### src/rtl/sreg_pkg.sv
package sreg_pkg;
  localparam int WORD_W  = 24;
  localparam int NUM_TGT = 2;

  typedef enum logic {
    TGT_CTRL = 1'b0,
    TGT_CAL  = 1'b1
  } tgt_e;
endpackage

### src/rtl/sreg_rst_sync.sv
module sreg_rst_sync (
  input  logic clk,
  input  logic arst_n_i,
  output logic srst_n_o
);
  logic [1:0] stage_q;
  logic [1:0] stage_d;

  always_comb begin
    stage_d = {stage_q[0], 1'b1};
  end

  always_ff @(posedge clk or negedge arst_n_i) begin
    if (!arst_n_i) begin
      stage_q <= 2'b00;
    end else begin
      stage_q <= stage_d;
    end
  end

  assign srst_n_o = stage_q[1];
endmodule

### src/rtl/sreg_sync.sv
module sreg_sync #(
  parameter int              WIDTH   = 4,
  parameter logic [WIDTH-1:0] RST_VAL = '0
) (
  input  logic             clk,
  input  logic             rst_n,
  input  logic [WIDTH-1:0] d_i,
  output logic [WIDTH-1:0] q_o
);
  logic [WIDTH-1:0] meta_q;
  logic [WIDTH-1:0] sync_q;

  always_ff @(posedge clk or negedge rst_n) begin
    if (!rst_n) begin
      meta_q <= RST_VAL;
      sync_q <= RST_VAL;
    end else begin
      meta_q <= d_i;
      sync_q <= meta_q;
    end
  end

  assign q_o = sync_q;
endmodule

### src/rtl/sreg_edge.sv
module sreg_edge (
  input  logic clk,
  input  logic rst_n,
  input  logic lvl_i,
  output logic rise_o
);
  logic prev_q;

  always_ff @(posedge clk or negedge rst_n) begin
    if (!rst_n) begin
      prev_q <= 1'b0;
    end else begin
      prev_q <= lvl_i;
    end
  end

  assign rise_o = lvl_i & ~prev_q;

  // one rising edge of the serial clock gives one detection only
  a_r5_single_rise: assert property (@(posedge clk) disable iff (!rst_n)
    rise_o |=> !rise_o);
endmodule

### src/rtl/sreg_shifter.sv
module sreg_shifter #(
  parameter int WORD_W = 24,
  localparam int CNT_W = $clog2(WORD_W)
) (
  input  logic              clk,
  input  logic              rst_n,
  input  logic              rise_i,
  input  logic              frame_n_i,
  input  logic              bit_i,
  output logic              done_o,
  output logic [WORD_W-1:0] word_o
);
  localparam logic [CNT_W-1:0] LAST_IDX = CNT_W'(WORD_W - 1);

  logic [CNT_W-1:0]  cnt_q, cnt_d;
  logic [WORD_W-2:0] sh_q, sh_d;
  logic              shift_en;
  logic              at_last;

  assign shift_en = rise_i & ~frame_n_i;
  assign at_last  = (cnt_q == LAST_IDX);

  always_comb begin
    cnt_d = cnt_q;
    sh_d  = sh_q;
    if (shift_en) begin
      sh_d  = {sh_q[WORD_W-3:0], bit_i};
      cnt_d = at_last ? '0 : cnt_q + 1'b1;
    end
  end

  always_ff @(posedge clk or negedge rst_n) begin
    if (!rst_n) begin
      cnt_q <= '0;
      sh_q  <= '0;
    end else begin
      cnt_q <= cnt_d;
      sh_q  <= sh_d;
    end
  end

  assign done_o = shift_en & at_last;
  assign word_o = {sh_q, bit_i};

  // bit position never leaves the word
  a_r1_cnt_range: assert property (@(posedge clk) disable iff (!rst_n)
    cnt_q <= LAST_IDX);

  // a paused frame keeps its bit position
  a_r4_hold_paused: assert property (@(posedge clk) disable iff (!rst_n)
    frame_n_i |=> $stable(cnt_q));

  // position wraps to zero after the last bit
  a_r9_wrap: assert property (@(posedge clk) disable iff (!rst_n)
    done_o |=> (cnt_q == '0));
endmodule

### src/rtl/sreg_commit.sv
module sreg_commit #(
  parameter int WORD_W  = 24,
  parameter int NUM_TGT = 2
) (
  input  logic              clk,
  input  logic              rst_n,
  input  logic              done_i,
  input  logic [WORD_W-1:0] word_i,
  input  logic              sel_i,
  output logic [WORD_W-1:0] ctrl_o,
  output logic [WORD_W-1:0] cal_o,
  output logic              pulse_o,
  output logic              is_cal_o
);
  import sreg_pkg::*;

  logic [WORD_W-1:0] reg_q [NUM_TGT];
  logic              pulse_q, pulse_d;
  logic              flag_q, flag_d;

  for (genvar g = 0; g < NUM_TGT; g++) begin : g_tgt
    logic              wr_en;
    logic [WORD_W-1:0] nxt;

    assign wr_en = done_i & (sel_i == g[0]);

    always_comb begin
      nxt = reg_q[g];
      if (wr_en) begin
        nxt = word_i;
      end
    end

    always_ff @(posedge clk or negedge rst_n) begin
      if (!rst_n) begin
        reg_q[g] <= '0;
      end else begin
        reg_q[g] <= nxt;
      end
    end
  end

  always_comb begin
    pulse_d = done_i;
    flag_d  = flag_q;
    if (done_i) begin
      flag_d = sel_i;
    end
  end

  always_ff @(posedge clk or negedge rst_n) begin
    if (!rst_n) begin
      pulse_q <= 1'b0;
      flag_q  <= 1'b0;
    end else begin
      pulse_q <= pulse_d;
      flag_q  <= flag_d;
    end
  end

  assign ctrl_o   = reg_q[TGT_CTRL];
  assign cal_o    = reg_q[TGT_CAL];
  assign pulse_o  = pulse_q;
  assign is_cal_o = flag_q;

  // write pulse lasts one cycle
  a_r6_pulse_one_cycle: assert property (@(posedge clk) disable iff (!rst_n)
    pulse_o |=> !pulse_o);

  // registers move only when a full word completes
  a_r7_no_partial: assert property (@(posedge clk) disable iff (!rst_n)
    !pulse_o |-> ($stable(ctrl_o) && $stable(cal_o)));

  // the unselected register is untouched in a write cycle
  a_r2_ctrl_only: assert property (@(posedge clk) disable iff (!rst_n)
    (pulse_o && !is_cal_o) |-> $stable(cal_o));
  a_r2_cal_only: assert property (@(posedge clk) disable iff (!rst_n)
    (pulse_o && is_cal_o) |-> $stable(ctrl_o));
endmodule

### src/rtl/sreg_write_port.sv
module sreg_write_port #(
  parameter int WORD_W = sreg_pkg::WORD_W
) (
  input  logic              clk,
  input  logic              rst_n,
  input  logic              ser_clk_i,
  input  logic              frame_n_i,
  input  logic              sel_i,
  input  logic              ser_dat_i,
  output logic [WORD_W-1:0] ctrl_reg_o,
  output logic [WORD_W-1:0] cal_reg_o,
  output logic              wr_pulse_o,
  output logic              wr_is_cal_o
);
  localparam int SYNC_W = 4;
  localparam logic [SYNC_W-1:0] SYNC_RST = 4'b0100;

  logic              srst_n;
  logic [SYNC_W-1:0] raw_in, sync_out;
  logic              sclk_s, frame_s, sel_s, dat_s;
  logic              rise;
  logic              done;
  logic [WORD_W-1:0] word;

  assign raw_in = {ser_clk_i, frame_n_i, sel_i, ser_dat_i};

  sreg_rst_sync u_rst (
    .clk      (clk),
    .arst_n_i (rst_n),
    .srst_n_o (srst_n)
  );

  sreg_sync #(.WIDTH(SYNC_W), .RST_VAL(SYNC_RST)) u_sync (
    .clk   (clk),
    .rst_n (srst_n),
    .d_i   (raw_in),
    .q_o   (sync_out)
  );

  assign {sclk_s, frame_s, sel_s, dat_s} = sync_out;

  sreg_edge u_edge (
    .clk    (clk),
    .rst_n  (srst_n),
    .lvl_i  (sclk_s),
    .rise_o (rise)
  );

  sreg_shifter #(.WORD_W(WORD_W)) u_shift (
    .clk       (clk),
    .rst_n     (srst_n),
    .rise_i    (rise),
    .frame_n_i (frame_s),
    .bit_i     (dat_s),
    .done_o    (done),
    .word_o    (word)
  );

  sreg_commit #(.WORD_W(WORD_W), .NUM_TGT(sreg_pkg::NUM_TGT)) u_commit (
    .clk      (clk),
    .rst_n    (srst_n),
    .done_i   (done),
    .word_i   (word),
    .sel_i    (sel_s),
    .ctrl_o   (ctrl_reg_o),
    .cal_o    (cal_reg_o),
    .pulse_o  (wr_pulse_o),
    .is_cal_o (wr_is_cal_o)
  );

  // reset leaves both registers cleared
  a_r8_reset_clear: assert property (@(posedge clk)
    !srst_n |=> (ctrl_reg_o == '0 && cal_reg_o == '0 && !wr_pulse_o));
endmodule

### config.mk
export PLATFORM = sky130hd
export DESIGN_NAME = sreg_write_port
export DESIGN_NICKNAME = d
export VERILOG_FILES = /design/src/rtl/sreg_pkg.sv /design/src/rtl/sreg_rst_sync.sv /design/src/rtl/sreg_sync.sv /design/src/rtl/sreg_edge.sv /design/src/rtl/sreg_shifter.sv /design/src/rtl/sreg_commit.sv /design/src/rtl/sreg_write_port.sv
export SDC_FILE = /design/constraint.sdc
export NUM_CORES = 1
export LEC_CHECK = 0
export BUFFER_PORTS_ARGS = -buffer_cell sky130_fd_sc_hd__buf_2
export CAP_MARGIN = 10
export CORE_MARGIN = 5
export CORE_UTILIZATION = 47
export DETAILED_ROUTE_END_ITERATION = 6
export GPL_TIMING_DRIVEN = 0
export PLACE_DENSITY_LB_ADDON = 0.25
export RECOVER_POWER = 100
export SYNTH_ARGS = -nofsm -noshare
export SYNTH_HDL_FRONTEND = slang
export SYNTH_SLANG_ARGS = --single-unit
### constraint.sdc
create_clock -name clk -period 2.9 [get_ports clk]
set_input_delay 0.58 -clock clk [delete_from_list [all_inputs] [get_ports clk]]
set_output_delay 0.58 -clock clk [all_outputs]
set_load 0.05 [all_outputs]
# --- Word level (Yosys, flattened, before mapping) ---
# Index checks and enable logic that the tools add are counted.
word_totals:
  regBits: 89
op_classes:
  addsub: 1
  n_mux: 1
  eq_ne: 1
  n_bitwise: 8
op_table:
  columns: ["cell", "count"]
  rows:
  - ["5-bit by 1-bit adder with 5-bit output, second input constant", 1]
  - ["1-bit AND", 5]
  - ["5-bit == test, second input constant", 1]
  - ["5-bit two-way mux", 1]
  - ["1-bit NOT", 3]

# --- Depth between registers and ports, before layout ---
# Gate-level depths: netlist of the first run.
logic_depth:
  word_depth: 5
  ltp_mapped: 6
  mapped_depth_nobuf: 4

# --- Modules after synthesis ---
# From an unflattened synthesis of the first run, not the netlist that was laid out.
unflattened:
  cells_unflattened: 243
  hier_area_um2: 3413.3
by_module_without_submodules:
  columns: ["mod", "cells_per_inst", "area_each_um2", "n_inst"]
  rows:
  - ["sreg_commit", 107, 1963.1, 1]
  - ["sreg_shifter", 123, 1154.9, 1]
  - ["sreg_sync", 8, 202.7, 1]
  - ["sreg_rst_sync", 3, 53.8, 1]
  - ["sreg_edge", 2, 38.8, 1]

# --- Least setup slack after synthesis of the first run ---
# Ideal clock, no wire load.
synth_path:
  path_type: "register to register"
  startpoint: "register u_shift.cnt_q[0]"
  endpoint: "register u_commit.reg_q, in the netlist u_commit.cal_o[10]"
  period_less_slack_ns: 1.822
  setup_time_ns: 0.125
  n_path_buf: 2
  arrival_time_ns: 1.696
  slack_ns: 1.078
  stages_incl_launch_ff: 7
  required_ns: 2.775
  cell_sequence: "dfrtp_1 ha_1 nand4b_2 or3_1 buf_6 buf_6 mux2_4"
synth_via:
  elab_chain_cells: 3
synth_lines:
  columns: ["item", "line_no", "rtl"]
  rows:
  - ["from (decl)", "sreg_shifter.sv:15", "logic [CNT_W-1:0] cnt_q, cnt_d;"]
  - ["from (signal assigned)", "sreg_shifter.sv:37", "cnt_q <= cnt_d;"]
  - ["5-bit == test", "sreg_shifter.sv:21", "assign at_last = (cnt_q == LAST_IDX);"]
  - ["1-bit AND", "sreg_shifter.sv:42", "assign done_o = shift_en & at_last;"]
  - ["1-bit AND", "sreg_commit.sv:25", "assign wr_en = done_i & (sel_i == g[0]);"]
  - ["to (signal, indexed assignment)", "sreg_commit.sv:38", "reg_q[g] <= nxt;"]
  - ["to (decl)", "sreg_commit.sv:17", "logic [WORD_W-1:0] reg_q [NUM_TGT];"]
# No other way between the ends.
# A chain may end at the register's enable or synchronous reset.

# --- Worst setup path after layout of the first run ---
layout_path:
  startpoint: "register u_shift.cnt_q[0]"
  endpoint: "register u_commit.reg_q, in the netlist u_commit.cal_o[15]"
# The elaborated chain is that of the path after synthesis.

==> flow_metrics.py, run 1 <==
metrics = {
    "sta": {
        "slew_headroom_pct": 8.91,
        "min_period_ns": 2.32,
        "fin_tns_setup_ns": 0,
        "finalHoldViolCount": 0,
        "fin_skew_ns": 0.00827,
        "slew_violations": 0,
        "setup_viol_count_final": 0,
        "rsz0062_at_grt": "no",
        "post-route-period-util_pct": 80.0,
        "worstMarginPinSlew_ns": 1.37,
        "max_freq_mhz": 431,
    },
    "routing": {
        "drcViolationCount": 0,
        "ant_nets": 0,
        "drt_iter0_markers": 73,
        "viasPerCell": 4.77,
        "first_pass_iters": 4,
        "vias": 1960,
        "detail_route.wl_per_cell_um": 13.9,
        "totalWireLength_mm": 5.72,
    },
    "global_route": {
        "grt_max_degree": 56,
        "grt_pass1_vias": 2027,
        "grt_pass1_wl_mm": 9.76,
        "antenna_found_initial": 0,
        "gr-total-overflow": 0,
        "grt.total_usage_pct": 14.2,
    },
    "synth": {
        "synth.area.top_cells": "dfrtp_1, mux2_2, nand2_1",
        "ys_ff_latch": 89,
        "synth_cells": 242,
        "synth-seq-area-share_pct": 66.9,
        "syn-num-nets": 249,
        "synth.distinct_cells": 21,
        "synth_top_area_share_pct": 65.4,
        "syn_area_per_cell_um2": 13.8,
        "ys_warn_count": 0,
        "yosysTopAreaCell": "dfrtp_1",
        "synthesis.area_um2": 3330,
    },
    "power": {
        "finalPower_w": 0.00229,
        "power.leakage_nw": 1.96,
        "powerDensity_nw_per_um2": 604,
        "peakVddDrop_uv": 356,
    },
    "cells_and_area": {
        "final_common_cell": "dfrtp_1",
        "layout_common_cells": "dfrtp_1, nand2_1, clkbuf_1",
        "n_antenna_cell": 0,
        "syn2layout_area_growth_pct": 14.0,
        "drive_gt1_share_pct": 18.7,
        "fillerInstances": 601,
        "finalNetCount": 317,
        "postLayoutCellArea_um2": 3800,
    },
    "critical_path": {
        "end_kind": "flop",
        "worst-endpoint-required_ns": 3.13,
        "startpoint": "u_shift.cnt_q[0]",
        "rr_worst_depth": 6,
        "start_kind": "flop",
        "crit_path_end": "u_commit.cal_o[15]",
        "cp.arrival_ns": 2.55,
        "criticalPathCategory": "reg2reg",
        "cp_max_fo": 10,
        "r2r_start": "u_shift.cnt_q[0]",
        "r2r_end": "u_commit.cal_o[15]",
        "r2r_slack_ns": 0.58,
    },
    "place": {
        "dpl.hpwl_mm": 3.84,
        "placement.io_buffers": 55,
        "placed_cell_area_um2": 3760,
        "place.gp.congestion": 0.703,
    },
    "die": {
        "rows": 30,
        "die_h_um": 94.2,
        "initial_core_util_pct": 48.8,
        "core_area_um2": 6830,
        "io_pins": 56,
        "die-area_um2": 8870,
        "die_x_um": 94.2,
    },
    "clock_tree": {
        "cts_buffer_depth": 2,
        "worstSkewPairLatency_ns": 0.34,
        "cts_sinks": 89,
        "clk_pin_slew_ns": 0.08,
        "htree_num_levels": 3,
        "cts_tree": "built",
        "root_buffer": "clkbuf_8",
        "cts_made_buffers": 9,
    },
    "flow_run": {
        "maxCapViolCount": 0,
    },
    "status": {
        "outcome": "complete, no violations",
    },
    "min_path": {
        "hp-class": "in2reg",
    },
}
## per-stage QoR
step	hold slack [ns]	setup WS, ns	utilization, %	std cells
floorplan	0.284	0.241	-	242
global placement	0.332	-0.668	54.5	393
detailed placement	0.293	0.644	55.0	394
CTS	0.307	0.628	57.9	411
global route	0.322	0.392	55.6	411
finish	0.337	0.580	55.6	411
## critical path, stage by stage, from the launching register on
cell      delay [ns]
dfrtp_1         0.39
ha_1            0.26
nand4b_1        0.27
or3_1           0.41
clkbuf_1        0.21
clkbuf_2        0.29
mux2_1          0.37
## state kept, by name, indices dropped and copies added (netlist names)
register           cells
u_rst.stage_q          2
u_commit.is_cal_o      1
u_sync.q_o             4
u_shift.sh_q          23
u_edge.prev_q          1
u_commit.cal_o        24
u_shift.cnt_q          5
u_commit.ctrl_o       24
u_commit.pulse_o       1
u_sync.meta_q          4
## final cells by class
| type | count | area [um^2] | area share, % |
|---|---|---|---|
| sequential | 89 | 2230 | 58.7 |
| inverter | 1 | 3.75 | 0.0988 |
| clock inverter | 3 | 40.0 | 1.05 |
| tap | 96 | 120 | 3.16 |
| buffer | 10 | 42.5 | 1.12 |
| multi-input combinational | 142 | 965 | 25.4 |
| timing repair buffer | 57 | 249 | 6.55 |
| clock buffer | 13 | 149 | 3.92 |
## timing repair
action | 4_1_cts | 5_1_grt
gates resized for setup | 0 | 0
setup buffers | 0 | 0
endpoints found under the setup margin | 0 | 0
endpoints found under the hold margin | 2 | 0
hold buffers | 1 | 0
## kinds of logic (layout without fill, tap and decap cells)
group / after synthesis / count (layout) / share of synthesized area, %
buffers and inverters: 11 / 84 / 1.99
muxes: 49 / 49 / 18.7
and+or+nand+nor: 85 / 85 / 10.8
DFF: 89 / 89 / 66.9
adders and majority gates: 1 / 1 / 0.376
other: 1 / 1 / 0.113
AOI/OAI and AO/OA: 5 / 5 / 0.789
xor gates and xnor gates: 1 / 1 / 0.263
## how the worst min path moves through the flow
stage | start | end | depth (start not counted)
4_1_cts | u_rst.stage_q[1] | u_commit.ctrl_o[6] | 0
3_5_place_dp | u_rst.stage_q[1] | u_commit.ctrl_o[4] | 0
5_1_grt | frame_n_i | u_sync.meta_q[2] | 1
3_3_place_gp | u_sync.meta_q[0] | u_sync.q_o[0] | 0
2_1_floorplan | rst_n | u_rst.stage_q[0] | 0
6_report | frame_n_i | u_sync.meta_q[2] | 1
## synthesized netlist by cell type, drive strengths merged
| cell type | number |
|---|---|
| or3b | 1 |
| o21ai | 4 |
| nor3b | 1 |
| nand4 | 2 |
| or3 | 1 |
| nand2 | 77 |
| inv | 1 |
| ha | 1 |
| clkbuf | 5 |
| dfrtp | 87 |
| buf | 5 |
| dfstp | 2 |
| nor2 | 1 |
| nor3 | 1 |
| xnor2 | 1 |
| conb | 1 |
| mux2 | 49 |
| a31oi | 1 |
| nand4b | 1 |
## power by group
part | leakage (nW) | switching, W | internal, W
Clock | 0.0974 | 0.000402 | 0.000421
Combinational | 0.662 | 0.0000581 | 0.0000446
Sequential | 1.20 | 0.0000676 | 0.00130
Total | 1.96 | 0.000528 | 0.00177
## layer usage
metal	vias up	GRT usage (%)	routed length (um)
met5	-	0	0
met4	0	6.86	94
met3	9	3.61	334
met2	47	21.7	2610
met1	972	18.9	2680
li1	932	-	-
Note: power is estimated with default switching activity, not from simulation.
==> inputs of run 2 (changes only) <==
==> constraint.sdc (replaced) <==
create_clock -name clk -period 2.4 [get_ports clk]
set_input_delay 0.48 -clock clk [delete_from_list [all_inputs] [get_ports clk]]
set_output_delay 0.48 -clock clk [all_outputs]
set_load 0.05 [all_outputs]
==> run 2 against run 1 <==
Against the previous run:
- flip-flop and latch count is the same
- final area grew 2.0%
- critical path depth is the same
- sequential share of layout area shrank 1.1 points
- clock skew grew 0.00087 ns
- count of clock-buffer cells in the layout shrank 3
- wire length is essentially flat
- setup slack lost 0.36 ns
- global-route usage grew 0.31 points
- die area is the same
- combinational power grew 20%
==> flow_metrics.py, run 2 (synthesized netlist as in run 1, its figures left out) <==
metrics = {
    "clock_tree": {
        "cts_buffer_depth": 2,
        "root_buffer": "clkbuf_8",
        "cts_sinks": 89,
        "clk_pin_slew_ns": 0.08,
        "worstSkewPairLatency_ns": 0.34,
        "cts_tree": "built",
        "cts_made_buffers": 9,
        "htree_num_levels": 3,
    },
    "routing": {
        "ant_nets": 0,
        "viasPerCell": 4.70,
        "drcViolationCount": 0,
        "first_pass_iters": 4,
        "detail_route.wl_per_cell_um": 13.9,
        "vias": 1931,
        "totalWireLength_mm": 5.72,
        "drt_iter0_markers": 105,
    },
    "die": {
        "rows": 30,
        "die_x_um": 94.2,
        "initial_core_util_pct": 48.8,
        "core_area_um2": 6830,
        "die-area_um2": 8870,
        "die_h_um": 94.2,
        "io_pins": 56,
    },
    "critical_path": {
        "cp_cell_sequence": "ha_1 > nand4b_2 > or3_1 > clkbuf_1 > buf_6 > mux2_1",
        "critPathMaxStageDelay_ns": 0.40,
        "start_kind": "flop",
        "end_kind": "flop",
        "worst-endpoint-required_ns": 2.62,
        "cp_max_fo": 10,
        "criticalPathCategory": "reg2reg",
        "rr_worst_depth": 6,
        "r2r_slack_ns": 0.22,
        "r2r_start": "u_shift.cnt_q[0]",
        "worst_path_max_delay_cell": "dfrtp_1",
        "cp_num_buf_inv": 2,
        "cp.arrival_ns": 2.40,
        "r2r_end": "u_commit.cal_o[11]",
        "cp_top_family": "simple AND/OR/NAND/NOR gates",
    },
    "cells_and_area": {
        "finalNetCount": 317,
        "layout_common_cells": "dfrtp_1, nand2_1, clkbuf_1",
        "instances_no_fill": 411,
        "final_common_cell": "dfrtp_1",
        "drive_gt1_share_pct": 19.7,
        "n_antenna_cell": 0,
        "syn2layout_area_growth_pct": 16.3,
    },
    "power": {
        "finalPower_w": 0.00298,
        "peakVddDrop_uv": 443,
        "powerDensity_nw_per_um2": 771,
        "power.leakage_nw": 2.02,
    },
    "min_path": {
        "holdPathStages": 1,
        "min_from": "frame_n_i",
        "holdPathEnd": "u_sync.meta_q[2]",
        "hp-class": "in2reg",
    },
    "sta": {
        "post-route-period-util_pct": 90.8,
        "max_freq_mhz": 459,
        "slew_violations": 0,
        "fin_skew_ns": 0.00914,
        "setup_viol_count_final": 0,
        "min_period_ns": 2.18,
        "worstMarginPinSlew_ns": 1.33,
        "finalHoldViolCount": 0,
        "rsz0062_at_grt": "no",
        "slew_headroom_pct": 11.3,
        "fin_tns_setup_ns": 0,
    },
    "place": {
        "place.gp.congestion": 0.702,
        "placement.io_buffers": 55,
        "dpl.hpwl_mm": 3.86,
        "dpl.cell_count": 394,
    },
    "global_route": {
        "grt.total_usage_pct": 14.5,
        "grt_pass1_vias": 1980,
        "grt_pass1_wl_mm": 9.80,
        "gr-total-overflow": 0,
        "antenna_found_initial": 0,
        "grt_max_degree": 56,
    },
    "flow_run": {
        "maxCapViolCount": 0,
    },
    "status": {
        "outcome": "complete, no violations",
    },
}
run 2: cell types whose count changed in the layout (fill, tap and decap cells not counted), moves of 2 or more:
cell / before / now
bufinv_16: 1 / 3
buf_6: 0 / 2
buf_2: 6 / 4
clkbuf_1: 60 / 57
run 2: layout make-up:
cell class | count | area (um^2)
clock inverter | 6 | 105
clock buffer | 10 | 138
buffer | 10 | 55.1
inverter | 1 | 3.75
multi-input combinational | 142 | 973
tap | 96 | 120
fill | 626 | 2960
timing repair buffer | 57 | 249
sequential | 89 | 2230
run 2: what timing repair did:
item / 4_1_cts / 5_1_grt
endpoints found under the setup margin: 0 / 1
hold buffers: 1 / 0
resized for setup: 0 / 1
setup buffers: 0 / 0
hold endpoints to repair: 2 / 0
run 2: report_power, final:
group          internal, W  total [W]  switching [W]
Clock             0.000715    0.00121       0.000491
Combinational    0.0000554   0.000124      0.0000686
Sequential         0.00157    0.00166      0.0000835
run 2: per-stage QoR:
stage | util (%) | worst slack (ns) | hold WS [ns] | cell area [um^2]
floorplan | - | 0.578 | 0.184 | 3330
global placement | 54.6 | 0.187 | 0.265 | 3730
detailed placement | 55.0 | 0.143 | 0.267 | 3760
CTS | 58.7 | 0.136 | 0.213 | 4010
global route | 56.7 | 0.0756 | 0.207 | 3870
finish | 56.7 | 0.221 | 0.235 | 3870
run 2: worst max-delay path by stage:
| stage | start | end | slack [ns] | cells after the start |
|---|---|---|---|---|
| floorplan | u_shift.cnt_q[0] | u_commit.cal_o[10] | 0.58 | 6 |
| global placement | u_shift.cnt_q[0] | u_commit.ctrl_o[21] | 0.19 | 5 |
| detailed placement | u_shift.cnt_q[0] | u_commit.ctrl_o[14] | 0.14 | 5 |
| CTS | u_shift.cnt_q[0] | u_commit.ctrl_o[14] | 0.14 | 5 |
| global route | u_shift.cnt_q[0] | u_commit.cal_o[13] | 0.08 | 6 |
| finish | u_shift.cnt_q[0] | u_commit.cal_o[11] | 0.22 | 6 |
run 2: layer usage:
metal,up-vias,routed length (um),track usage (%)
met4,0,108,7.22
met3,11,266,3.13
met2,43,2560,20.9
li1,934,-,-
met5,-,0,0
met1,943,2790,20.8
run 2: worst register-to-register path, cell delays in order (launching register included):
cell and delay [ns]:
dfrtp_1 0.40, ha_1 0.28, nand4b_2 0.23, or3_1 0.39, clkbuf_1 0.23, buf_6 0.22
mux2_1 0.32
==> inputs of run 3 (changes only) <==
--- a/config.mk
+++ b/config.mk
@@ -15,4 +15,5 @@
 export RECOVER_POWER = 100
 export SYNTH_ARGS = -nofsm -noshare
 export SYNTH_HDL_FRONTEND = slang
+export SYNTH_HIERARCHICAL = 1
 export SYNTH_SLANG_ARGS = --single-unit
==> run 3 against run 2 <==
Against the previous run:
- via count up 1.6%
- critical path depth up 1
- utilization down 2.0 points
- clock power about the same
- combinational power about the same
- setup slack better by 0.0073 ns
- sequential share of layout area down 0.72 points
- die area up 2.2%
- clock skew up 0.0033 ns
- the run now ends with max-capacitance violations, max-slew violations left
- synthesized cell count up 0.41%
==> flow_metrics.py, run 3 <==
metrics = {
    "status": {
        "outcome": "complete, but fails checks",
        "violations": "max-capacitance violations, max-slew violations",
    },
    "synth": {
        "synth_edf_count": 0,
        "yosysMostFrequentCell": "dfrtp_1",
        "syn_area_per_cell_um2": 14.0,
        "synth_cells": 243,
        "ys_top_cells_by_count": "dfrtp_1, nand2_1, mux2_2",
        "synth_top_area_share_pct": 63.8,
        "syn-num-nets": 250,
        "ys_ff_latch": 89,
        "synth.area.top_cells": "dfrtp_1, mux2_4, mux2_2",
        "synth-seq-area-share_pct": 65.3,
        "synthesis.area_um2": 3410,
        "synth.distinct_cells": 25,
        "async_flop_share_pct": 100,
        "ys_warn_count": 6,
        "synth_flop_cell": "dfrtp_1",
        "yosysTopAreaCell": "dfrtp_1",
    },
    "critical_path": {
        "r2r_slack_ns": 0.23,
        "r2r_start": "u_sync/q_o[2]",
        "end_kind": "flop",
        "r2r_end": "u_commit/cal_o[17]",
        "rr_worst_depth": 7,
        "cp.arrival_ns": 2.41,
        "worst-endpoint-required_ns": 2.63,
        "criticalPathCategory": "reg2reg",
        "cp_max_fo": 10,
        "start_kind": "flop",
    },
    "sta": {
        "fin_skew_ns": 0.0125,
        "slew_violations": 43,
        "setup_viol_count_final": 0,
        "max_freq_mhz": 460,
        "worstMarginPinSlew_ns": 1.76,
        "min_period_ns": 2.17,
        "fin_tns_setup_ns": 0,
        "post-route-period-util_pct": 90.5,
        "slew_headroom_pct": -17.3,
        "finalHoldViolCount": 0,
        "rsz0062_at_grt": "no",
    },
    "routing": {
        "drt_iter0_markers": 68,
        "totalWireLength_mm": 6.09,
        "viasPerCell": 4.74,
        "detail_route.wl_per_cell_um": 14.7,
        "vias": 1961,
        "drcViolationCount": 0,
        "ant_nets": 0,
        "first_pass_iters": 4,
    },
    "clock_tree": {
        "clk_pin_slew_ns": 0.09,
        "cts_made_buffers": 9,
        "cts_buffer_depth": 2,
        "cts_resized": 0,
        "root_buffer": "clkbuf_8",
        "htree_num_levels": 3,
        "worstSkewPairLatency_ns": 0.36,
        "cts_sinks": 89,
        "cts_tree": "built",
        "post-cts-setup-buffer-count": 0,
    },
    "power": {
        "power.switching_w": 0.000664,
        "power.leakage_nw": 2.02,
        "finalPower_w": 0.00298,
        "p_sw_share_pct": 22.2,
        "seqPwrFrac_pct": 55.6,
        "pwr-share-clk_pct": 40.1,
        "p_comb_share_pct": 4.3,
        "peakVddDrop_uv": 394,
        "powerDensity_nw_per_um2": 761,
        "intPower_w": 0.00232,
    },
    "global_route": {
        "antenna_found_initial": 0,
        "gr-total-overflow": 0,
        "grt_max_degree": 46,
        "grt_pass1_vias": 2062,
        "grt_pass1_wl_mm": 10.4,
        "grt.total_usage_pct": 15.1,
    },
    "die": {
        "rows": 31,
        "io_pins": 56,
        "die_x_um": 95.2,
        "initial_core_util_pct": 47.6,
        "die-area_um2": 9070,
        "die_h_um": 95.2,
        "core_area_um2": 7180,
    },
    "place": {
        "placement.io_buffers": 55,
        "dpl.hpwl_mm": 4.07,
        "placed_cell_area_um2": 3840,
        "place.gp.congestion": 0.715,
    },
    "flow_run": {
        "maxCapViolCount": 1,
    },
    "cells_and_area": {
        "postLayoutCellArea_um2": 3920,
        "syn2layout_area_growth_pct": 14.9,
        "layout_common_cells": "dfrtp_1, nand2_1, clkbuf_1",
        "finalNetCount": 318,
        "n_antenna_cell": 0,
        "final_common_cell": "dfrtp_1",
        "drive_gt1_share_pct": 19.7,
    },
    "min_path": {
        "hp-class": "in2reg",
        "holdPathStages": 1,
        "holdPathEnd": "u_sync/meta_q[0]",
        "min_from": "ser_dat_i",
    },
}
run 3: what timing repair did:
item	CTS	global route
hold buffers	1	0
endpoints found under the hold margin	2	0
endpoints found under the setup margin	0	0
run 3: worst max-delay path by stage:
stage          cells after the start           from                   to  slack, ns
2_1_floorplan                      9  u_edge/prev_q   u_commit/ctrl_o[0]       0.50
3_3_place_gp                       9  u_edge/prev_q   u_commit/ctrl_o[0]       0.27
3_5_place_dp                       9  u_edge/prev_q   u_commit/ctrl_o[0]       0.23
4_1_cts                            9  u_edge/prev_q   u_commit/ctrl_o[0]       0.22
5_1_grt                            9  u_edge/prev_q  u_commit/ctrl_o[14]       0.07
6_report                           7  u_sync/q_o[2]   u_commit/cal_o[17]       0.23
run 3: routing by layer:
layer	GRT usage (%)	up-vias	part of all wire (%)
li1	-	928	-
met1	20.3	968	47
met2	22.9	55	46
met3	4.58	10	5.3
met4	5.77	0	1.4
met5	0	-	0
run 3: cells by family (layout without fill, tap and decap cells):
kind of cell | count (synthesis) | in the layout | share of synthesized area (%)
other | 1 | 1 | 0.110
flip-flops | 89 | 89 | 65.3
buffers and inverters | 13 | 85 | 3.26
multiplexers | 50 | 50 | 19.0
adder cells (fa/ha/maj) | 1 | 1 | 0.367
AND/OR/NAND/NOR | 86 | 86 | 11.4
AO/OA/AOI/OAI | 2 | 2 | 0.293
XOR/XNOR | 1 | 1 | 0.257
run 3: critical path: stages (launching register included):
cell and delay [ns]:
dfstp_1 0.52, nand2b_1 0.10, buf_2 0.18, buf_2 0.25, nor2_1 0.12, nand2_1 0.31
buf_6 0.23, mux2_2 0.35
run 3: per-stage QoR:
step                      hold WS [ns]  setup WS (ns)  utilization (%)  cells
after floorplan                  0.184          0.501                -    243
after global placement           0.265          0.270             53.1    397
after detailed placement         0.267          0.234             53.6    398
after CTS                        0.208          0.216             57.0    414
after global routing             0.202         0.0720             54.7    414
final                            0.224          0.228             54.7    414
run 3: final cells by class:
type,count,area (um^2)
Sequential cell,89,2230
Timing Repair Buffer,57,249
Tap cell,99,124
Clock buffer,10,128
Inverter,1,3.75
Clock inverter,5,106
Multi-Input combinational cell,141,985
Fill cell,661,3250
Buffer,12,97.6
run 3: power groups by stage:
| stage | Sequential (W) | Clock, W | Combinational, W |
|---|---|---|---|
| after floorplan | 0.00168 | 0 | 0.000100 |
| after global placement | 0.00171 | 0 | 0.000115 |
| after detailed placement | 0.00169 | 0 | 0.000140 |
| after CTS | 0.00167 | 0.00123 | 0.000141 |
| after global routing | 0.00168 | 0.00130 | 0.000153 |
| final | 0.00166 | 0.00120 | 0.000127 |
